<file path="config.mk">
export PLATFORM = sky130hd
export DESIGN_NAME = srom_fill_loader
export DESIGN_NICKNAME = d
export VERILOG_FILES = /design/src/rtl/srom_pkg.sv /design/src/rtl/srom_lane_pick.sv /design/src/rtl/srom_line_asm.sv /design/src/rtl/srom_fill_seq.sv /design/src/rtl/srom_fill_loader.sv
export SDC_FILE = /design/constraint.sdc
export NUM_CORES = 1
export LEC_CHECK = 0
export BUFFER_PORTS_ARGS = -buffer_cell sky130_fd_sc_hd__buf_2
export CAP_MARGIN = 15
export CORE_ASPECT_RATIO = 1.5
export CORE_MARGIN = 2
export CORE_UTILIZATION = 53
export CTS_CLUSTER_SIZE = 24
export DETAILED_ROUTE_END_ITERATION = 8
export MAX_ROUTING_LAYER = met4
export PLACE_DENSITY = 0.84
export SYNTH_ARGS = -nofsm -noshare
export SYNTH_HDL_FRONTEND = slang
export SYNTH_SLANG_ARGS = --single-unit
</file>
<file path="constraint.sdc">
create_clock -name clk -period 2.5 [get_ports clk]
set_input_delay 0 -clock clk [delete_from_list [all_inputs] [get_ports clk]]
set_output_delay 0 -clock clk [all_outputs]
set_load 0.01 [all_outputs]
</file>
<file path="src/rtl/srom_pkg.sv">
package srom_pkg;

    // field geometry of one cache line as delivered by the stream
    localparam int LW_W     = 32;
    localparam int NUM_LW   = 8;
    localparam int TAG_W    = 21;
    localparam int ASN_W    = 6;
    localparam int BHT_W    = 8;

    // bit offsets inside the assembled line (first stream bit = offset 0)
    localparam int OFF_EVEN = 0;
    localparam int OFF_TAG  = OFF_EVEN + (NUM_LW / 2) * LW_W;
    localparam int OFF_ASN  = OFF_TAG + TAG_W;
    localparam int OFF_ASM  = OFF_ASN + ASN_W;
    localparam int OFF_V    = OFF_ASM + 1;
    localparam int OFF_ODD  = OFF_V + 1;
    localparam int OFF_BHT  = OFF_ODD + (NUM_LW / 2) * LW_W;
    localparam int LINE_BITS = OFF_BHT + BHT_W;

    typedef enum logic [1:0] {
        ST_FILL   = 2'd0,
        ST_COMMIT = 2'd1,
        ST_DONE   = 2'd2
    } fill_state_e;

endpackage

</file>
<file path="src/rtl/srom_lane_pick.sv">
module srom_lane_pick #(
    parameter int LANES = 8
) (
    input  logic [LANES-1:0]         rom_data,
    input  logic [$clog2(LANES)-1:0] sel,
    output logic                     bit_o
);
    always_comb begin
        bit_o = 1'b0;
        for (int i = 0; i < LANES; i++) begin
            if (sel == ($clog2(LANES))'(i)) begin
                bit_o = rom_data[i];
            end
        end
    end
endmodule

</file>
<file path="src/rtl/srom_line_asm.sv">
module srom_line_asm
    import srom_pkg::*;
(
    input  logic                 clk,
    input  logic                 rst_n,
    input  logic                 shift_en,
    input  logic                 bit_in,
    output logic [NUM_LW*LW_W-1:0] data_o,
    output logic [TAG_W-1:0]     tag_o,
    output logic [ASN_W-1:0]     asn_o,
    output logic                 asm_o,
    output logic                 valid_o,
    output logic [BHT_W-1:0]     bht_o
);
    logic [LINE_BITS-1:0] line_q;

    // new bit enters at the top; after a full line the first bit sits at 0
    always_ff @(posedge clk or negedge rst_n) begin
        if (!rst_n) begin
            line_q <= '0;
        end else if (shift_en) begin
            line_q <= {bit_in, line_q[LINE_BITS-1:1]};
        end
    end

    // even words come before the control fields, odd words after
    for (genvar k = 0; k < NUM_LW; k++) begin : g_word
        localparam int BASE = ((k % 2) == 0) ? OFF_EVEN : OFF_ODD;
        localparam int POS  = BASE + (k / 2) * LW_W;
        assign data_o[k*LW_W +: LW_W] = line_q[POS +: LW_W];
    end

    assign tag_o   = line_q[OFF_TAG +: TAG_W];
    assign asn_o   = line_q[OFF_ASN +: ASN_W];
    assign asm_o   = line_q[OFF_ASM];
    assign valid_o = line_q[OFF_V];
    assign bht_o   = line_q[OFF_BHT +: BHT_W];
endmodule

</file>
<file path="src/rtl/srom_fill_seq.sv">
module srom_fill_seq
    import srom_pkg::*;
#(
    parameter int NUM_LINES = 223,
    parameter int ADDR_W    = 16
) (
    input  logic                         clk,
    input  logic                         rst_n,
    output logic                         shift_en,
    output logic [ADDR_W-1:0]            addr_o,
    output logic [$clog2(NUM_LINES)-1:0] idx_o,
    output logic                         we_o,
    output logic                         done_o
);
    localparam int IDX_W = $clog2(NUM_LINES);
    localparam int CNT_W = $clog2(LINE_BITS);

    fill_state_e          state_q, state_d;
    logic [CNT_W-1:0]     bit_q, bit_d;
    logic [IDX_W-1:0]     line_q, line_d;
    logic [ADDR_W-1:0]    addr_q, addr_d;
    logic                 last_line;

    assign last_line = (line_q == IDX_W'(NUM_LINES - 1));

    // state register
    always_ff @(posedge clk or negedge rst_n) begin
        if (!rst_n) begin
            state_q <= ST_FILL;
            bit_q   <= '0;
            line_q  <= '0;
            addr_q  <= '0;
        end else begin
            state_q <= state_d;
            bit_q   <= bit_d;
            line_q  <= line_d;
            addr_q  <= addr_d;
        end
    end

    // next state and counters
    always_comb begin
        state_d = state_q;
        bit_d   = bit_q;
        line_d  = line_q;
        addr_d  = addr_q;
        unique case (state_q)
            ST_FILL: begin
                addr_d = addr_q + 1'b1;
                if (bit_q == CNT_W'(LINE_BITS - 1)) begin
                    bit_d   = '0;
                    state_d = ST_COMMIT;
                end else begin
                    bit_d = bit_q + 1'b1;
                end
            end
            ST_COMMIT: begin
                if (last_line) begin
                    state_d = ST_DONE;
                end else begin
                    addr_d  = addr_q + 1'b1;
                    bit_d   = CNT_W'(1);
                    line_d  = line_q + 1'b1;
                    state_d = ST_FILL;
                end
            end
            ST_DONE: begin
                state_d = ST_DONE;
            end
            default: begin
                state_d = ST_FILL;
            end
        endcase
    end

    // outputs
    always_comb begin
        shift_en = 1'b0;
        we_o     = 1'b0;
        done_o   = 1'b0;
        unique case (state_q)
            ST_FILL:   shift_en = 1'b1;
            ST_COMMIT: begin
                we_o     = 1'b1;
                shift_en = !last_line;
            end
            ST_DONE:   done_o = 1'b1;
            default:   shift_en = 1'b0;
        endcase
    end

    assign addr_o = addr_q;
    assign idx_o  = line_q;


    addr_step_chk: assert property (@(posedge clk) disable iff (!rst_n)
        shift_en |=> (addr_o == $past(addr_o) + 1'b1));


    we_single_chk: assert property (@(posedge clk) disable iff (!rst_n)
        we_o |=> !we_o);


    idx_range_chk: assert property (@(posedge clk) disable iff (!rst_n)
        we_o |-> (idx_o <= IDX_W'(NUM_LINES - 1)));


    done_hold_chk: assert property (@(posedge clk) disable iff (!rst_n)
        done_o |=> (done_o && !we_o && $stable(addr_o)));
endmodule

</file>
<file path="src/rtl/srom_fill_loader.sv">
module srom_fill_loader
    import srom_pkg::*;
#(
    parameter int NUM_LINES   = 223,
    parameter int STREAM_BITS = 65536,
    parameter int LANES       = 8
) (
    input  logic                           clk,
    input  logic                           rst_n,
    input  logic [$clog2(LANES)-1:0]       lane_sel,
    output logic [$clog2(STREAM_BITS)-1:0] rom_addr,
    input  logic [LANES-1:0]               rom_data,
    output logic                           line_we,
    output logic [$clog2(NUM_LINES)-1:0]   line_idx,
    output logic [NUM_LW*LW_W-1:0]         line_data,
    output logic [TAG_W-1:0]               line_tag,
    output logic [ASN_W-1:0]               line_asn,
    output logic                           line_asm,
    output logic                           line_valid,
    output logic [BHT_W-1:0]               line_bht,
    output logic                           load_done,
    input  logic                           diag_tx_sw,
    output logic                           diag_tx_pin,
    input  logic                           diag_rx_pin,
    output logic                           diag_rx_sw
);
    localparam int ADDR_W = $clog2(STREAM_BITS);

    logic serial_bit;
    logic shift_en;

    srom_lane_pick #(.LANES(LANES)) u_pick (
        .rom_data (rom_data),
        .sel      (lane_sel),
        .bit_o    (serial_bit)
    );

    srom_fill_seq #(.NUM_LINES(NUM_LINES), .ADDR_W(ADDR_W)) u_seq (
        .clk      (clk),
        .rst_n    (rst_n),
        .shift_en (shift_en),
        .addr_o   (rom_addr),
        .idx_o    (line_idx),
        .we_o     (line_we),
        .done_o   (load_done)
    );

    srom_line_asm u_asm (
        .clk      (clk),
        .rst_n    (rst_n),
        .shift_en (shift_en),
        .bit_in   (serial_bit),
        .data_o   (line_data),
        .tag_o    (line_tag),
        .asn_o    (line_asn),
        .asm_o    (line_asm),
        .valid_o  (line_valid),
        .bht_o    (line_bht)
    );

    // header lines idle high until the stream has been consumed
    always_comb begin
        if (load_done) begin
            diag_tx_pin = diag_tx_sw;
            diag_rx_sw  = diag_rx_pin;
        end else begin
            diag_tx_pin = 1'b1;
            diag_rx_sw  = 1'b1;
        end
    end


    diag_idle_chk: assert property (@(posedge clk) disable iff (!rst_n)
        !load_done |-> (diag_tx_pin && diag_rx_sw));


    diag_pass_chk: assert property (@(posedge clk) disable iff (!rst_n)
        load_done |-> (diag_tx_pin == diag_tx_sw && diag_rx_sw == diag_rx_pin));
endmodule

</file>
## Word level (Yosys, flattened, before mapping)

Index checks and enable logic that the tools add are counted.

| word-level totals | value |
|---|---|
| flip-flop bits (word level) | 328 |
| latch bits | 0 |
| bits in writable memories | 0 |
| memory bits (read-only) | 0 |
| input port bits | 15 |
| output and inout port bits | 321 |
| word-level logic and storage cells | 49 |
| memories | 0 |

| cells by class | value |
|---|---|
| $add $sub $neg | 3 |
| $mul | 0 |
| div/mod/pow operators | 0 |
| order comparisons | 0 |
| eq/ne operators | 13 |
| shifts and indexed selects | 0 |
| mux-type cells | 21 |
| bitwise operators | 1 |
| reduce and logical (&&, ||, !) cells | 6 |

Operators by type and width:

| kind | number |
|---|---|
| 16-bit one-hot mux with 2 select lines | 1 |
| 9-bit two-way mux | 2 |
| 9-bit one-hot mux with 2 select lines | 1 |
| 16-bit by 1-bit adder with 16-bit output (second input constant) | 1 |
| 16-bit two-way mux | 1 |
| 3-bit equality test (second input constant) | 4 |
| 1-bit two-way mux | 12 |
| 9-bit by 1-bit adder with 9-bit output (second input constant) | 1 |
| 9-bit equality test (second input constant) | 1 |
| 8-bit by 1-bit adder with 8-bit output (second input constant) | 1 |
| 8-bit equality test (second input constant) | 1 |
| 3-bit by 2-bit equality test with 1-bit output (second input constant) | 2 |
| 2-bit one-hot mux with 3 select lines | 1 |
| 2-bit two-way mux | 2 |
| 2-bit AND reduction | 2 |
| 3-bit by 1-bit equality test with 1-bit output (second input constant) | 1 |
| 3-bit logical NOT | 1 |
| 2-bit by 1-bit equality test with 1-bit output (second input constant) | 1 |
| 2-bit equality test (second input constant) | 1 |
| 2-bit logical NOT | 1 |
| 2-bit by 1-bit inequality test with 1-bit output (second input constant) | 1 |
| 2-bit inequality test (second input constant) | 1 |
| 1-bit one-hot mux with 2 select lines | 1 |
| 2-bit nonzero test | 1 |
| 2 further kinds | 2 |

## Logic depth before layout (Yosys ltp)

Gate-level depths: netlist (run 1).

| depth | value |
|---|---|
| depth in word-level cells | 9 |
| gate-level depth with buffers | 9 |
| depth with buffers taken out | 6 |

## Hierarchy

A second synthesis (run 1) with hierarchy kept.

| unflattened totals | value |
|---|---|
| cells, all modules | 782 |
| area total of the unflattened synthesis | 12909.9 sq um |

By module, submodules not included:

| module | times used | cells an instance | area each (sq um) |
|---|---|---|---|
| srom_line_asm | 1 | 619 | 11065.6 |
| srom_fill_seq | 1 | 158 | 1767.9 |
| srom_lane_pick | 1 | 3 | 63.8 |
| srom_fill_loader | 1 | 2 | 12.5 |

## Worst setup path before layout (run 1)

OpenSTA, ideal clock, no wires.

| timing | value |
|---|---|
| kind | reg2reg |
| start point | reg u_seq.line_q[0] (netlist: u_seq.idx_o[0]) |
| end point | reg u_seq.addr_q[13] (netlist: u_seq.addr_o[13]) |
| setup time | 79 ps |
| arrival time | 1801 ps |
| data required time | 2421 ps |
| path slack | 620 ps |
| stages on the path, launching flop included | 9 |
| path buffers | 2 |
| period minus slack after synthesis | 1880 ps |
| path through | dfrtp_1 inv_1 ha_1 and4b_4 a31o_1 buf_6 buf_6 nor4_1 xor2_1 |

| between the ends | value |
|---|---|
| longest elaborated chain between the ends | 3 |

RTL lines:

| element | RTL line | text |
|---|---|---|
| start, declared | srom_fill_seq.sv:20 | `logic [IDX_W-1:0] line_q, line_d;` |
| start signal, assigned | srom_fill_seq.sv:36 | `line_q <= line_d;` |
| 8-bit equality test | srom_fill_seq.sv:24 | `assign last_line = (line_q == IDX_W'(NUM_LINES - 1));` |
| 2-bit inequality test (no line) | - |  |
| 2-bit AND reduction (no line) | - |  |
| end signal, assigned | srom_fill_seq.sv:37 | `addr_q <= addr_d;` |
| end, declared | srom_fill_seq.sv:21 | `logic [ADDR_W-1:0] addr_q, addr_d;` |

Every way passes these cells.
A chain may end at the register's enable or synchronous reset.

## Worst setup path in the final report (run 1)

| timing | value |
|---|---|
| start point | reg u_seq.line_q[0] (netlist: u_seq.idx_o[0]) |
| end point | reg u_asm.line_q[193] |

| between the ends | value |
|---|---|
| longest elaborated chain between the ends | 3 |

RTL lines:

| element | RTL line | text |
|---|---|---|
| 8-bit equality test | srom_fill_seq.sv:24 |  |
| 1-bit logical NOT | srom_fill_seq.sv:85 | `shift_en = !last_line;` |
| 1-bit one-hot mux with 2 select lines | srom_fill_seq.sv:81 | `unique case (state_q)` |
| end signal, assigned | srom_line_asm.sv:22 | `line_q <= {bit_in, line_q[LINE_BITS-1:1]};` |
| end, declared | srom_line_asm.sv:15 | `logic [LINE_BITS-1:0] line_q;` |

Every way passes these cells.

==> out/results.tsv, run 1 <==
stage	metric	value	unit
yosys	#FFs+latches synth	328	
global_route	initial antenna violation count	0	
yosys	post-synth top area cell	dfrtp_1	
die	die width	131	um
yosys	top-area cell type share of the netlist area	64.5	%
hold_path	HP Class	input port to async pin	
pwr	Power Density	658	mW/mm^2
timing	Least-Margin Pin Slew	0.681	ns
die	die area	0.0253	mm^2
clocking	clock sink total	328	
detailed_routing	Pre-antenna DRT Iters	5	
timing	final hold violation count	0	
worst_setup_path	kind of end point of the critical path	register	
die	I/O pins	336	
cells_and_area	post-route cell area	0.0158	mm^2
clocking	Root Buffer Master	clkbuf_16	
pwr	VDD IR max	0.000526	V
place	I/O Buffers	335	
worst_setup_path	Worst Path Required	2.97	ns
clocking	CTS tree	yes	
detailed_routing	via count	10400	
cells_and_area	Area growth, synth to finish	24.1	%
detailed_routing	initial DRC count	613	
yosys	top post-synthesis cells by area	dfrtp_1 (64%), nand2_1 (26%), buf_2 (2.3%)	
yosys	synth warn	0	
pwr	Leakage	9.62	nW
global_route	GRT overflow	0	
timing	final setup vio count	0	
yosys	Seq/Total Area, Yosys	64.5	%
worst_setup_path	CP max stage cell	dfrtp_1	
detailed_routing	# DRC	0	
yosys	Mapped Nets	1423	
worst_setup_path	Worst path max stage delay	0.42	ns
worst_setup_path	CP arrival	2.61	ns
worst_setup_path	kind of critical path	register to register	
place	RePlAce Congestion	0.827	
timing	Clock Skew	0.0129	ns
detailed_routing	DRT Wirelength	30.8	mm
timing	RSZ-0062 raised after global routing	false	
clocking	clk_lat worst skew	0.54	ns
yosys	post-synthesis xor/xnor area fraction	1.58	%
run_status	status	finished clean	
timing	min cycle time layout	2.14	ns
global_route	global-route wire length before repair	50.4	mm
die	die height	194	um
detailed_routing	DR WL/cell	14.9	um
worst_setup_path	CP Max Fanout	58	
place	Detailed Place HPWL	21.1	mm
global_route	largest net degree at the start of global routing	114	
clocking	Max clock buf depth	3	
yosys	Synth Area in Simple Gates	28.6	%
yosys	compound-cell area share of the yosys netlist	1.22	%
yosys	Mapped Area	0.0127	mm^2
die	Core Region	0.0237	mm^2
clocking	clock-pin transition on the worst setup and hold timing paths	0.07	ns
die	initial core utilization	53.8	%
timing	fmax	0.468	GHz
yosys	largest family of logic cells by synthesized area	simple AND/OR/NAND/NOR gates	
yosys	synthesized area per cell	9.07	um^2
clocking	H-Tree Depth	1	
run	max-capacitance violation count	0	
yosys	adder-cell share of the synthesized area	0.492	%
global_route	vias in the first global route	10200	
worst_setup_path	CP cell instances	inv_1 -> ha_1 -> and4b_4 -> a31o_4 -> buf_12 -> buf_12 -> nand2_1 -> nand2_1	
cells_and_area	Inserted Diodes	0	
cells_and_area	share of cells above drive strength 1	23.6	%
timing	Final Max Slew Viols	0	
place	Post-DP Area	0.0148	mm^2
detailed_routing	vias per cell	5.05	
worst_setup_path	startpoint types	register	
yosys	Post-Syn Instances	1403	
timing	Slew headroom	54.2	%
global_route	GRT Util Overall	24.9	%
detailed_routing	Antenna Nets Post-Route	0	
timing	Setup TNS Final	0	ns
yosys	post-synthesis mux area share	0.590	%
die	Core Rows	69	
cells_and_area	Final nets	1747	
worst_setup_path	r2r setup slk	0.36	ns
clocking	CTS buffer count	29	
yosys	Yosys cell types	39	
timing	crit share post-route	85.5	%
clocking	Post-CTS Setup Bufs	0	
==> sequential cells by signal, indices dropped and copies added, names as in the netlist <==
name and flops:
u_asm.line_q 293, u_seq.addr_o 16, u_seq.bit_q 9, u_seq.idx_o 8, u_seq.state_q 2
==> routing by layer <==
layer	share of wire, %	vias to the layer above	global-route usage (%)	wire [um]
met1	39	5070	30.0	12100
met2	51	348	42.0	15700
met4	4.0	0	9.46	1250
met3	5.9	81	3.73	1820
met5	0	-	-	0
li1	-	4944	-	-
==> worst paths after layout <==
path,startpoint,to,cells past startpoint
min in group clk,diag_tx_sw,diag_tx_pin,3
worst max register to register,u_seq.idx_o[0],u_asm.line_q[193],8
worst min register to register,u_seq.addr_o[15],u_seq.addr_o[15],1
worst max-delay path,u_seq.idx_o[0],u_asm.line_q[193],8
worst min-delay path,rst_n,u_asm.line_q[140],2
max in group asynchronous,rst_n,u_asm.line_q[200],3
==> cell families (layout without fill, tap and decap cells) <==
logic type / after synthesis / in the layout
XOR/XNOR: 23 / 23
AND/OR/NAND/NOR: 941 / 941
multiplexers: 5 / 5
buffers and inverters: 78 / 423
flip-flops: 328 / 328
AO/OA/AOI/OAI: 23 / 23
adder cells (fa/ha/maj): 5 / 5
==> worst max-delay path: cells and delay by family, from the launching register on <==
kind,cells,cell delay (ns)
compound gates,1,0.29
buf+inv,3,0.66
flops,1,0.42
simple gates,3,0.48
fa+ha+maj,1,0.16
==> cell usage in the layout, fill, tap and decap left out, types with 5 or more instances in the layout <==
cell type  count
nand3_1       11
dfrtp_1      328
nor3_1         5
ha_1           5
nand2_1      894
inv_1          9
nand4_1        6
xor2_1        12
clkbuf_8       5
buf_2        334
clkbuf_16     29
xnor2_1       11
clkbuf_1       6
buf_12        11
nor4_1         6
clkinv_2       7
buf_4         13
==> layout make-up <==
cell class | count | area (um^2)
Clock buffer | 40 | 817
Tap cell | 319 | 399
Clock inverter | 12 | 141
Multi-Input combinational cell | 997 | 4160
Sequential cell | 328 | 8210
Inverter | 9 | 33.8
Fill cell | 1828 | 7860
Timing Repair Buffer | 362 | 2030
==> what timing repair did <==
item | in CTS | in global routing
endpoints found under the hold margin | 295 | 0
hold buffers | 3 | 0
gates resized for setup | 0 | 0
==> power breakdown <==
| group | leakage [nW] | total, mW | internal, mW | switching, mW |
|---|---|---|---|---|
| combinational | 4.70 | 0.385 | 0.133 | 0.253 |
| sequential | 4.44 | 5.50 | 5.41 | 0.0895 |
| clock | 0.475 | 4.52 | 2.59 | 1.93 |
==> Yosys cell counts, drive strengths merged <==
master and number:
nand2 894, and4 2, xor2 12, and2 1
mux4 2, and2b 1, nor4 6, nand2b 2
o21ai 4, a21boi 1, nor4b 1, xnor2 11
a22o 2, nand4b 1, mux2i 3, clkbuf 8
o31a 1, nor3 5, a211oi 1, ha 5
a31o 2, nor2 4, nand4 6, inv 9
a21o 1, and4b 1, a41oi 2, or2 1
a31oi 5, a21oi 4, and3 3, nor2b 2
nand3 11, buf 61, dfrtp 328
==> through the flow <==
step                cells  utilization [%]  setup WS [ns]  power [mW]  hold slack (ns)
floorplan            1403                -          0.620        5.70           -0.296
global placement     2012             62.6          0.552        5.97           0.0181
detailed placement   2012             62.6          0.438        5.98           0.0210
CTS                  2067             66.8          0.406        10.5           0.0338
global route         2067             66.8          0.230        10.7           0.0758
finish               2067             66.8          0.363        10.4           0.0230
Note: power is estimated with default switching activity, not from simulation.
==> run 2, diff against run 1 <==
--- a/config.mk
+++ b/config.mk
@@ -7,13 +7,15 @@
 export LEC_CHECK = 0
 export BUFFER_PORTS_ARGS = -buffer_cell sky130_fd_sc_hd__buf_2
 export CAP_MARGIN = 15
+export CELL_PAD_IN_SITES_DETAIL_PLACEMENT = 1
+export CELL_PAD_IN_SITES_GLOBAL_PLACEMENT = 1
 export CORE_ASPECT_RATIO = 1.5
 export CORE_MARGIN = 2
-export CORE_UTILIZATION = 53
+export CORE_UTILIZATION = 39
 export CTS_CLUSTER_SIZE = 24
 export DETAILED_ROUTE_END_ITERATION = 8
 export MAX_ROUTING_LAYER = met4
-export PLACE_DENSITY = 0.84
+export PLACE_DENSITY = 0.83
 export SYNTH_ARGS = -nofsm -noshare
 export SYNTH_HDL_FRONTEND = slang
 export SYNTH_SLANG_ARGS = --single-unit
==> run 2 against run 1 <==
  * Sequential share of layout area shrank 1.2 points
  * Highest routed layer unchanged
  * Sequential power hardly changed
  * Design area increased by 2.4%
  * Largest power group unchanged
  * Maximum frequency grew 1.2%
  * Register-to-register slack improved by 0.03 ns
  * First-iteration DRC count is 38% lower
==> out/results.tsv, run 2 (synthesis gave the netlist of run 1 again) <==
stage	metric	value	unit	change
run_status	status	finished clean		
timing	min cycle time layout	2.11	ns	-0.0252 ns
place	I/O Buffers	335		unchanged
die	die height	225	um	+16%
worst_setup_path	CP Max Fanout	44		-24%
timing	Least-Margin Pin Slew	0.674	ns	-0.00744 ns
global_route	GRT overflow	0		unchanged
timing	Final Max Slew Viols	0		unchanged
worst_setup_path	CP cell instances	inv_1 -> ha_1 -> and4b_4 -> a31o_4 -> buf_12 -> buf_4 -> nand2_1 -> nand2_1		
die	die area	0.0341	mm^2	+35%
clocking	Root Buffer Master	clkbuf_16		
worst_setup_path	kind of critical path	register to register		
hold_path	HP Class	input port to async pin		
detailed_routing	DRT Wirelength	37.1	mm	+20%
detailed_routing	Antenna Nets Post-Route	0		unchanged
place	Place WS	0.379	ns	-0.0585 ns
cells_and_area	max reg flops	293		unchanged
detailed_routing	vias per cell	4.90		-2.9%
worst_setup_path	crit path buf inv count	3		unchanged
cells_and_area	most frequent cells in the layout	nand2_1 (894), buf_2 (334), dfrtp_1 (328), clkbuf_16 (37), buf_4 (20)		
worst_setup_path	Worst Path Required	2.94	ns	-0.03 ns
cells_and_area	share of cells above drive strength 1	24.2	%	+0.62 points
die	die width	151	um	+16%
pwr	share of power burned in registers	49.9	%	-3.0 points
worst_setup_path	r2r setup slk	0.39	ns	+0.03 ns
worst_setup_path	CP max stage cell	dfrtp_1		
cells_and_area	Multi-input gate area	0.00416	mm^2	unchanged
run	max-capacitance violation count	0		unchanged
pwr	combinational fraction of design power	3.6	%	about the same
clocking	clk_lat worst skew	0.51	ns	-0.03 ns
timing	setup ws final	0.389	ns	+0.0252 ns
pwr	internal power	8.58	mW	+5.6%
pwr	Sw Share	22.1	%	+0.26 points
pwr	VDD IR max	0.000442	V	-16%
timing	Clock Skew	0.00917	ns	-0.00374 ns
global_route	global-route wire length before repair	58.7	mm	+17%
die	Core Rows	81		+17%
global_route	initial antenna violation count	0		unchanged
clocking	CTS tree	yes		
global_route	vias in the first global route	11500		+12%
worst_setup_path	startpoint types	register		
detailed_routing	DR WL/cell	17.0	um	+14%
global_route	GRT Util Overall	22.1	%	-2.8 points
timing	Setup TNS Final	0	ns	unchanged
clocking	post-CTS resize count	0		unchanged
worst_setup_path	Top cell by count, worst path	nand2_1		
detailed_routing	initial DRC count	382		-38%
worst_setup_path	Worst path max stage delay	0.41	ns	about the same
detailed_routing	# DRC	0		unchanged
detailed_routing	via count	10700		+2.4%
worst_setup_path	CP arrival	2.56	ns	-0.05 ns
cells_and_area	Area growth, synth to finish	27.1	%	
pwr	Clk pwr share	46.4	%	+3.0 points
clocking	H-Tree Depth	2		+1
clocking	clock-pin transition on the worst setup and hold timing paths	0.06	ns	about the same
timing	final setup vio count	0		unchanged
timing	fmax	0.474	GHz	+1.2%
cells_and_area	Reg with most FFs	u_asm.line_q		
clocking	CTS buffer count	34		+17%
clocking	clock sink total	328		unchanged
detailed_routing	Pre-antenna DRT Iters	4		-1
cells_and_area	most common cell after layout, fill and taps aside	nand2_1		
worst_setup_path	Top Family by Delay on Critical Path	buffers and inverters		
cells_and_area	Layout Utilization	50.0	%	-17 points
pwr	Leakage	9.76	nW	+1.5%
cells_and_area	Inserted Diodes	0		unchanged
place	RePlAce Congestion	0.802		-3.1%
cells_and_area	Storage cell area	0.00821	mm^2	unchanged
worst_setup_path	kind of end point of the critical path	register		
cells_and_area	Filler cells	3869		+110%
die	initial core utilization	39.4	%	-14 points
timing	Min Hold Slack	0.0293	ns	+0.00632 ns
timing	Slew headroom	55.1	%	+0.90 points
timing	crit share post-route	84.5	%	-1.0 points
die	Core Region	0.0323	mm^2	+37%
clocking	Max clock buf depth	3		unchanged
die	I/O pins	336		unchanged
pwr	Power Density	681	mW/mm^2	+3.4%
global_route	largest net degree at the start of global routing	76		-33%
cells_and_area	Final nets	1761		+0.80%
timing	final hold violation count	0		unchanged
place	Detailed Place HPWL	25.5	mm	+21%
timing	RSZ-0062 raised after global routing	false		
pwr	Net Switching	2.43	mW	+7.2%
## run 2: cell count changes in the layout (fill, tap and decap cells not counted), moves of 2 or more
cell	delta
clkinv_2	-2
clkbuf_8	+3
buf_4	+7
bufinv_16	-2
buf_12	+2
clkbuf_1	+2
clkbuf_16	+8
## run 2: through the flow
| step | total power, mW | cells | cell area, um^2 |
|---|---|---|---|
| floorplan | 5.70 | 1403 | 12700 |
| global placement | 5.99 | 2117 | 15000 |
| detailed placement | 6.00 | 2117 | 15000 |
| CTS | 11.2 | 2180 | 16200 |
| global route | 11.4 | 2180 | 16200 |
| finish | 11.0 | 2180 | 16200 |
## run 2: final timing paths
path / startpoint / to / depth (start not counted)
min: rst_n / u_asm.line_q[149] / 2
max reg2reg: u_seq.idx_o[0] / u_asm.line_q[281] / 8
min in group clk: diag_rx_pin / diag_rx_sw / 3
max in group asynchronous: rst_n / u_asm.line_q[252] / 3
max: u_seq.idx_o[0] / u_asm.line_q[281] / 8
min reg2reg: u_seq.addr_o[15] / u_seq.addr_o[15] / 1
## run 2: final cells by class
type | instances | share of cell area (%)
Clock inverter | 7 | 0.394
Sequential cell | 328 | 50.7
Multi-Input combinational cell | 997 | 25.7
Timing Repair Buffer | 371 | 13.1
Clock buffer | 53 | 6.59
Tap cell | 415 | 3.21
Inverter | 9 | 0.209
## run 2: timing repair
item	4_1_cts	5_1_grt
setup buffers	0	0
hold buffers	3	0
hold endpoints to repair	69	0
## run 2: per-layer routing
| layer | GRT usage, % | wire, um | part of all wire, % | vias to the layer above |
|---|---|---|---|---|
| met5 | - | 0 | 0 | - |
| met4 | 8.30 | 1360 | 3.7 | 0 |
| met3 | 4.82 | 2160 | 5.8 | 76 |
| met2 | 38.6 | 19300 | 52 | 284 |
| met1 | 24.6 | 14300 | 38 | 5362 |
| li1 | - | - | - | 4969 |
## run 2: power groups by stage
stage,clock (mW),combinational (mW),sequential [mW]
finish,5.12,0.398,5.50
global placement,0,0.390,5.59
global route,5.47,0.453,5.51
CTS,5.27,0.414,5.50
detailed placement,0,0.408,5.59
floorplan,0,0.0750,5.63
==> run 3, diff against run 2 <==
==> constraint.sdc (replaced) <==
create_clock -name clk -period 2.12 [get_ports clk]
set_input_delay 0 -clock clk [delete_from_list [all_inputs] [get_ports clk]]
set_output_delay 0 -clock clk [all_outputs]
set_load 0.01 [all_outputs]
==> run 3 against run 2 <==
  * Utilization up 0.25 points
  * Worst hold slack better by 0.0098 ns
  * Combinational power up 20%
  * Maximum frequency up 5.7%
  * Sequential share of layout area down 0.25 points
  * Critical endpoint is now u_asm.line_q[144]
==> out/results.tsv, run 3 (synthesis gave the netlist of run 1 again) <==
stage	metric	value	unit	change
run_status	status	finished clean		
global_route	initial antenna violation count	0		unchanged
worst_setup_path	kind of critical path	register to register		
pwr	Leakage	9.78	nW	+0.24%
global_route	vias in the first global route	11400		-1.1%
detailed_routing	Pre-antenna DRT Iters	4		unchanged
die	die width	151	um	unchanged
worst_setup_path	Worst path max stage delay	0.40	ns	about the same
clocking	Max clock buf depth	3		unchanged
timing	final hold violation count	0		unchanged
worst_setup_path	Worst R2R Path Depth	8		unchanged
global_route	largest net degree at the start of global routing	92		+21%
worst_setup_path	CP arrival	2.44	ns	-0.12 ns
worst_setup_path	Worst Path Required	2.56	ns	-0.38 ns
cells_and_area	Area growth, synth to finish	27.8	%	
clocking	H-Tree Depth	2		unchanged
cells_and_area	most frequent cells in the layout	nand2_1 (894), buf_2 (334), dfrtp_1 (328), clkbuf_16 (37), buf_4 (17)		
detailed_routing	DR WL/cell	16.8	um	-1.3%
timing	Final Max Slew Viols	0		unchanged
die	I/O pins	336		unchanged
global_route	GRT overflow	0		unchanged
worst_setup_path	CP cell instances	inv_1 -> ha_1 -> and4b_4 -> a31o_4 -> buf_12 -> buf_12 -> nand2_1 -> nand2_1		
global_route	GRT Util Overall	21.9	%	-0.21 points
clocking	CTS buffer count	34		unchanged
die	Core Region	0.0323	mm^2	unchanged
timing	Clock Skew	0.0218	ns	+0.0127 ns
clocking	CTS tree	yes		
global_route	global-route wire length before repair	58.3	mm	-0.67%
clocking	clk_lat worst skew	0.51	ns	about the same
cells_and_area	share of cells above drive strength 1	24.4	%	+0.13 points
timing	fmax	0.501	GHz	+5.7%
pwr	Power Density	813	mW/mm^2	+19%
worst_setup_path	crit path buf inv count	3		unchanged
cells_and_area	Reg with most FFs	u_asm.line_q		
worst_setup_path	worst r2r dst	u_asm.line_q[144]		
worst_setup_path	r2r startpoint	u_seq.idx_o[0]		
timing	final setup vio count	0		unchanged
worst_setup_path	r2r setup slk	0.12	ns	-0.27 ns
hold_path	HP Class	input port to async pin		
timing	crit share post-route	94.2	%	+9.7 points
place	I/O Buffers	335		unchanged
cells_and_area	Layout Utilization	50.3	%	+0.25 points
timing	setup ws final	0.123	ns	-0.265 ns
clocking	clock-pin transition on the worst setup and hold timing paths	0.06	ns	about the same
die	Core Rows	81		unchanged
worst_setup_path	startpoint types	register		
timing	RSZ-0062 raised after global routing	false		
detailed_routing	DRT Wirelength	36.5	mm	-1.4%
detailed_routing	via count	10600		-0.46%
place	Place WS	0.132	ns	-0.247 ns
die	initial core utilization	39.4	%	unchanged
cells_and_area	Final nets	1761		unchanged
detailed_routing	Antenna Nets Post-Route	0		unchanged
worst_setup_path	Top Family by Delay on Critical Path	buffers and inverters		
detailed_routing	vias per cell	4.88		-0.41%
pwr	VDD IR max	0.000588	V	+33%
clocking	Root Buffer Master	clkbuf_16		
place	RePlAce Congestion	0.786		-2.1%
timing	min cycle time layout	2.00	ns	-0.115 ns
cells_and_area	most common cell after layout, fill and taps aside	nand2_1		
timing	Least-Margin Pin Slew	0.533	ns	-0.140 ns
place	Detailed Place HPWL	25.5	mm	about the same
worst_setup_path	CP max stage cell	dfrtp_1		
detailed_routing	initial DRC count	381		-0.26%
clocking	clock sink total	328		unchanged
worst_setup_path	CP Max Fanout	46		+4.5%
cells_and_area	max reg flops	293		unchanged
worst_setup_path	kind of end point of the critical path	register		
die	die area	0.0341	mm^2	unchanged
clocking	Post-CTS Setup Bufs	0		unchanged
cells_and_area	Filler cells	3835		-0.88%
die	die height	225	um	unchanged
run	max-capacitance violation count	0		unchanged
timing	Slew headroom	64.2	%	+9.2 points
cells_and_area	Inserted Diodes	0		unchanged
detailed_routing	# DRC	0		unchanged
timing	Setup TNS Final	0	ns	unchanged
[run 3: layout make-up]
class,count,area (um^2),area share [%]
flip-flops and latches,328,8210,50.5
inverters,9,33.8,0.208
repair buffers,371,2160,13.3
clock inverters,10,131,0.808
well taps,415,519,3.19
multi-input cells,997,4160,25.6
clock buffers,49,1040,6.40
[run 3: layer usage]
layer | global-route usage (%) | vias up | part of all wire [%] | wire length (um)
met5 | - | - | 0 | 0
met1 | 24.4 | 5347 | 39 | 14300
met3 | 4.68 | 64 | 5.5 | 2020
met2 | 38.7 | 267 | 52 | 19000
met4 | 7.50 | 0 | 3.4 | 1250
li1 | - | 4964 | - | -
[run 3: what timing repair did]
action / 4_1_cts / 5_1_grt
gates resized for setup: 0 / 0
hold buffers: 3 / 0
endpoints found under the hold margin: 329 / 0
[run 3: where the power goes]
group	switching, mW	total [mW]	internal (mW)
Sequential	0.107	6.49	6.38
Combinational	0.320	0.479	0.159
Clock	2.47	6.25	3.78
Total	2.89	13.2	10.3
[run 3: stage by stage]
| stage | instances | power (mW) | instance area (um^2) | hold WS, ns |
|---|---|---|---|---|
| after floorplan | 1403 | 6.72 | 12700 | -0.296 |
| after global placement | 2117 | 7.06 | 15100 | -0.00986 |
| after detailed placement | 2117 | 7.08 | 15100 | -0.00662 |
| after CTS | 2179 | 13.4 | 16300 | 0.0455 |
| after global routing | 2179 | 13.7 | 16300 | 0.0600 |
| final | 2179 | 13.2 | 16300 | 0.0391 |
[run 3: how the worst max path moves through the flow]
stage                         from           endpoint  slack, ns  cells after the start
CTS                 u_seq.idx_o[0]  u_asm.line_q[144]       0.11                      8
detailed placement  u_seq.idx_o[0]  u_asm.line_q[152]       0.13                      8
finish              u_seq.idx_o[0]  u_asm.line_q[144]       0.12                      8
global route        u_seq.idx_o[0]  u_asm.line_q[178]      0.007                      8
global placement    u_seq.idx_o[0]  u_asm.line_q[140]       0.24                      8
floorplan           u_seq.idx_o[0]   u_seq.addr_o[13]       0.24                      8
